$ cat src/rtl/peer_restart_arbiter.sv
module peer_restart_arbiter #(
  parameter int RST_HOLD = 2
) (
  input  logic       clk,
  input  logic       rst_n,
  input  logic [5:0] req_code,
  input  logic [5:0] dev_sel,
  input  logic [2:0] overcurrent,
  input  logic [2:0] off_ok,
  output logic [2:0] ctl_reset,
  output logic [2:0] pwr_en,
  output logic [2:0] online
);
  localparam int NC = 3;
  localparam int CW = (RST_HOLD < 2) ? 1 : $clog2(RST_HOLD + 1);
  localparam logic [1:0] A_RST = 2'b01;
  localparam logic [1:0] A_CYC = 2'b10;
  localparam logic [1:0] S_SELF = 2'b00;

  logic [1:0] rq [NC];
  logic [1:0] sl [NC];
  logic [NC-1:0] rst_act, cyc_act;
  logic [NC-1:0] pwr_q, rs_q;
  logic [CW-1:0] cnt_q [NC];

  for (genvar i = 0; i < NC; i++) begin : g_split
    assign rq[i] = req_code[2*i +: 2];
    assign sl[i] = dev_sel[2*i +: 2];
    assign online[i] = (rq[i] != 2'b00);
  end

  always_comb begin
    logic all_c;
    logic [1:0] rv, cv;
    logic hit;
    int j;
    all_c = 1'b0;
    for (int k = 0; k < NC; k++)
      if (rq[k] == A_RST && sl[k] == S_SELF) all_c = 1'b1;
    for (int t = 0; t < NC; t++) begin
      rv = 2'd0;
      cv = 2'd0;
      for (int k = 1; k < NC; k++) begin
        j = (t + k) % NC;
        hit = (k == 2) ? sl[j][0] : sl[j][1];
        if (hit && rq[j] == A_RST) rv = rv + 2'd1;
        if (hit && rq[j] == A_CYC) cv = cv + 2'd1;
      end
      cyc_act[t] = all_c || (rq[t] == A_CYC && sl[t] == S_SELF) || (cv == 2'd2);
      rst_act[t] = (rv == 2'd2) && !cyc_act[t];
    end
  end

  always_ff @(posedge clk or negedge rst_n) begin
    if (!rst_n) begin
      pwr_q <= '1;
      rs_q  <= '0;
      for (int t = 0; t < NC; t++) cnt_q[t] <= '0;
    end else begin
      for (int t = 0; t < NC; t++) begin
        if (overcurrent[t] || cyc_act[t]) pwr_q[t] <= 1'b0;
        else if (!pwr_q[t] && off_ok[t]) pwr_q[t] <= 1'b1;

        if (!rs_q[t]) begin
          if (rst_act[t]) begin
            rs_q[t]  <= 1'b1;
            cnt_q[t] <= CW'(RST_HOLD - 1);
          end
        end else if (cnt_q[t] != '0) begin
          cnt_q[t] <= cnt_q[t] - 1'b1;
        end else if (!rst_act[t]) begin
          rs_q[t] <= 1'b0;
        end
      end
    end
  end

  assign ctl_reset = rs_q;
  assign pwr_en    = pwr_q & ~overcurrent;

  for (genvar t = 0; t < NC; t++) begin : g_chk
    logic [CW-1:0] hcnt;
    always_ff @(posedge clk or negedge rst_n) begin
      if (!rst_n) hcnt <= '0;
      else if (!rs_q[t]) hcnt <= '0;
      else if (hcnt != CW'(RST_HOLD)) hcnt <= hcnt + 1'b1;
    end

    p_self_cycle_r3: assert property (@(posedge clk) disable iff (!rst_n)
      (rq[t] == A_CYC && sl[t] == S_SELF) |=> !pwr_q[t]);

    p_cycle_all_r4: assert property (@(posedge clk) disable iff (!rst_n)
      (rq[t] == A_RST && sl[t] == S_SELF) |=> (pwr_q == '0));

    p_reset_hold_r6: assert property (@(posedge clk) disable iff (!rst_n)
      $fell(rs_q[t]) |-> (hcnt >= CW'(RST_HOLD)));

    p_power_return_r8: assert property (@(posedge clk) disable iff (!rst_n)
      $rose(pwr_q[t]) |-> ($past(off_ok[t]) && !$past(overcurrent[t])));

    p_overcurrent_off_r9: assert property (@(posedge clk) disable iff (!rst_n)
      overcurrent[t] |=> !pwr_q[t]);
  end
endmodule

$ cat config.mk
export PLATFORM = sky130hd
export DESIGN_NAME = peer_restart_arbiter
export DESIGN_NICKNAME = d
export VERILOG_FILES = /design/src/rtl/peer_restart_arbiter.sv
export SDC_FILE = /design/constraint.sdc
export NUM_CORES = 1
export LEC_CHECK = 0
export BUFFER_PORTS_ARGS = -buffer_cell sky130_fd_sc_hd__clkbuf_2
export CAP_MARGIN = 30
export CORE_MARGIN = 2
export CORE_UTILIZATION = 45
export DETAILED_ROUTE_END_ITERATION = 12
export GPL_TIMING_DRIVEN = 0
export HOLD_SLACK_MARGIN = 0.08
export PLACE_DENSITY = 0.73
export SLEW_MARGIN = 30
export SYNTH_ARGS = -nofsm -noshare
export SYNTH_HDL_FRONTEND = slang
export SYNTH_SLANG_ARGS = --single-unit
$ cat constraint.sdc
create_clock -name clk -period 2.9 [get_ports clk]
set_clock_uncertainty 0.2 [all_clocks]
set_input_delay 0 -clock clk [delete_from_list [all_inputs] [get_ports clk]]
set_output_delay 0 -clock clk [all_outputs]
set_load 0.02 [all_outputs]
==> results.md <==
- Status: completed
- Core Region: around 0.0017 mm^2
- Sw Ratio: between 30% and 40%
- Global-route wire length before repair: approximately 3400 um
- Post-synthesis mux area share: under 10%
- Tightest Pin Transition: 463 ps
- FP Rows: 15
- Total GRT Usage: a little under a quarter
- Reg-to-reg setup timing slack: between 1000 and 1500 ps
- Count of cell types in the netlist: 36
- Avg Inst Size Synth: just under 10 um^2
- RR Endpoint: ctl_reset[1]
- LEAKAGE: between 0.0005 and 0.0006 uW
- Min-Delay Path Depth: 4
- PD cells: 506 mW/mm^2
- H-tree Lvls: 1
- Dominant cell type by area after synthesis: dfrtp_1
- Post-route ant nets: 0
- Vias in the first global route: roughly 840
- CP Data Required Time: about 2900 ps
- Fin. Hold Viols: 0
- Largest family of logic cells by synthesized area: simple AND/OR/NAND/NOR gates
- Crit path launch type: primary input
- Synth Area in XOR/XNOR: under 10%
- DRT iter0 DRCs: 9
- Layout cell share with drive strength beyond 1: between 20% and 30%
- Non-Filler Instances: ~160
- Routed len/inst: between 10 and 15 um
- Fill count: 144
- CTS tree: yes
- Top-level I/O count: 29
- RR Startpoint: cnt_q[2]
- Area added between synthesis and finish: 49.3%
- Pint: a little over 400 uW
- P_sw: between 200 and 250 uW
- CTS resizes: 0
- Port-buffer cells: 28
- RD Place Congestion: roughly 0.76
- Max Freq: ~0.41 GHz
- Total chip power: between 600 and 700 uW
- Chip width: ~47 um
- Setup TNS: 0 ps
- Placed cell count: around 140
- Clk slew on worst S/H paths: ~70 ps
- Comb pwr share: a little over two fifths
- HP Start: dev_sel[0]
- Syn Nets: between 100 and 150
- RSZ-0062 raised after global routing: false
- Fin. max-slew vios: 0
- Cells after Synth: 86
- Worst Setup Path Type: primary input to register
- Max VDD drop: ~0.00036 V
- Synthesis Warnings: 0
- Gr ovfl total: 0
- Num Clock Sinks: 12
- Most frequent cells in the layout: 28 x clkbuf_2, 21 x dlygate4sd3_1, 9 x inv_1, 9 x nor2_1, 9 x dfrtp_1
- Cell Area, Synth: 827 um^2
- Final HPWL DP: 1440 um
- Top post-synthesis cells by area: dfrtp_1 27%, dfstp_2 9.5%, ha_1 4.5%
- Fin crit share: ~84%
- Worst rel slew slack: between 60 and 70%
- Worst EP arrival: between 2000 and 2500 ps
- Hold Slack: 108 ps
- Post-CTS Setup Bufs: 0
- Hold Path Sink: ctl_reset[0]
- Crit. End Element: register
- Largest net degree at the start of global routing: 10
- Synth top area share: a little over a quarter
- Register bit total from synthesis: 12
- Commonest non-fill, non-tap cell in the layout: clkbuf_2
- Hold crit path type: primary input to register
- Clock Path Buffers: 2
- Setup violators final: 0
- Initial antenna violation count: 0
- Worst-path maximum fanout: 3
- Die Ht: between 40 and 50 um
- Die area: ~0.0022 mm^2
- R2R depth: 5
- Routed vias/inst: 5.21
- Total wire length: 2030 um
- Num CTS Buffers: 3
- Max Cap Viol: 0
- Post-synthesis compound-gate area fraction: around 16%
- Vias: around 850
- Flop pwr share: between 30 and 40%
- Clk network pwr share: between 10% and 20%
- Synth Area in Adders: approximately 4.5%
- DRT Pass-1 Iters: 3
- Finished Core Util: between 70% and 80%
- Initial Utilization: 47.9%
- DRC errors left: 0
- Simple-gate share of the synthesized area: between 30 and 40%
- Clk_lat worst skew: between 200 and 300 ps
- Clk root buf: clkbuf_4
- Diodes inserted: 0
- Sequential area share after synthesis: 36.8%
- # nets final: about 160
- Post-layout min period: ~2400 ps
registers in the layout (all words and copies together) (netlist names):
register   count
cnt_q          6
ctl_reset      3
pwr_q          3
layout make-up:
class / instances / area (um^2) / area share, %
well taps: 25 / 31.3 / 2.53
clock buffers: 4 / 26.3 / 2.13
multi-input cells: 65 / 489 / 39.6
flip-flops and latches: 12 / 304 / 24.6
repair buffers: 49 / 350 / 28.4
inverters: 9 / 33.8 / 2.74
power by group through the flow:
| stage | clock network [uW] | logic [uW] | registers (uW) |
|---|---|---|---|
| 2_1_floorplan | 0 | 183 | 247 |
| 3_3_place_gp | 0 | 235 | 248 |
| 3_5_place_dp | 0 | 255 | 250 |
| 4_1_cts | 111 | 278 | 246 |
| 5_1_grt | 119 | 314 | 253 |
| 6_report | 106 | 273 | 246 |
what timing repair did:
action | 4_1_cts | 5_1_grt
hold endpoints to repair | 26 | 0
hold buffers | 21 | 0
setup endpoints to repair | 0 | 0
Yosys cell counts (all sizes together):
cell type  n
or3        1
o41ai      1
dfstp      3
nor4bb     1
inv        9
nor4b      4
a22o       1
nand2b     3
o22ai      1
nor4       2
or4        1
nor2       9
xor2       2
or4b       1
and4b      1
o311ai     1
o21bai     1
nand4b     4
xnor2      2
o21ai      2
dfrtp      9
or2        4
a2bb2oi    1
nor2b      5
a31oi      1
nand3      1
ha         3
mux2i      2
o21a       2
a211o      3
nand4      1
nand2      2
o31ai      1
a31o       1
worst max-delay path by stage:
stage	start	to	slack (ps)	cells after the start
finish	dev_sel[4]	cnt_q[4]	460	7
global route	req_code[2]	cnt_q[4]	360	7
CTS	req_code[2]	cnt_q[4]	500	7
detailed placement	cnt_q[2]	cnt_q[2]	1430	5
global placement	ctl_reset[1]	cnt_q[3]	1450	2
floorplan	ctl_reset[1]	cnt_q[3]	1420	2
layer usage:
metal	vias up	track usage (%)	part of all wire [%]
li1	424	-	-
met1	411	22.4	38
met2	14	44.4	58
met3	5	5.77	3.1
met4	0	8.89	1.2
met5	-	0	0
critical path, cell delays in order:
cell,delay [ps]
dlygate4sd3_1,530
clkbuf_2,130
nand4b_1,90
dlygate4sd3_1,560
a211o_1,300
dlygate4sd3_1,580
o311ai_1,220
kinds of logic (layout without fill, tap and decap cells):
group	after synthesis	after routing
muxes	2	2
AOI/OAI and AO/OA	16	16
DFF	12	12
and+or+nand+nor	40	40
xor gates and xnor gates	4	4
adders and majority gates	3	3
buffers and inverters	9	62
through the flow:
step / cell area [um^2] / setup WS, ps
floorplan: 827 / 1420
global placement: 998 / 1450
detailed placement: 998 / 1430
CTS: 1230 / 496
global route: 1230 / 361
finish: 1230 / 460
Power figures use the tool's default switching activity.
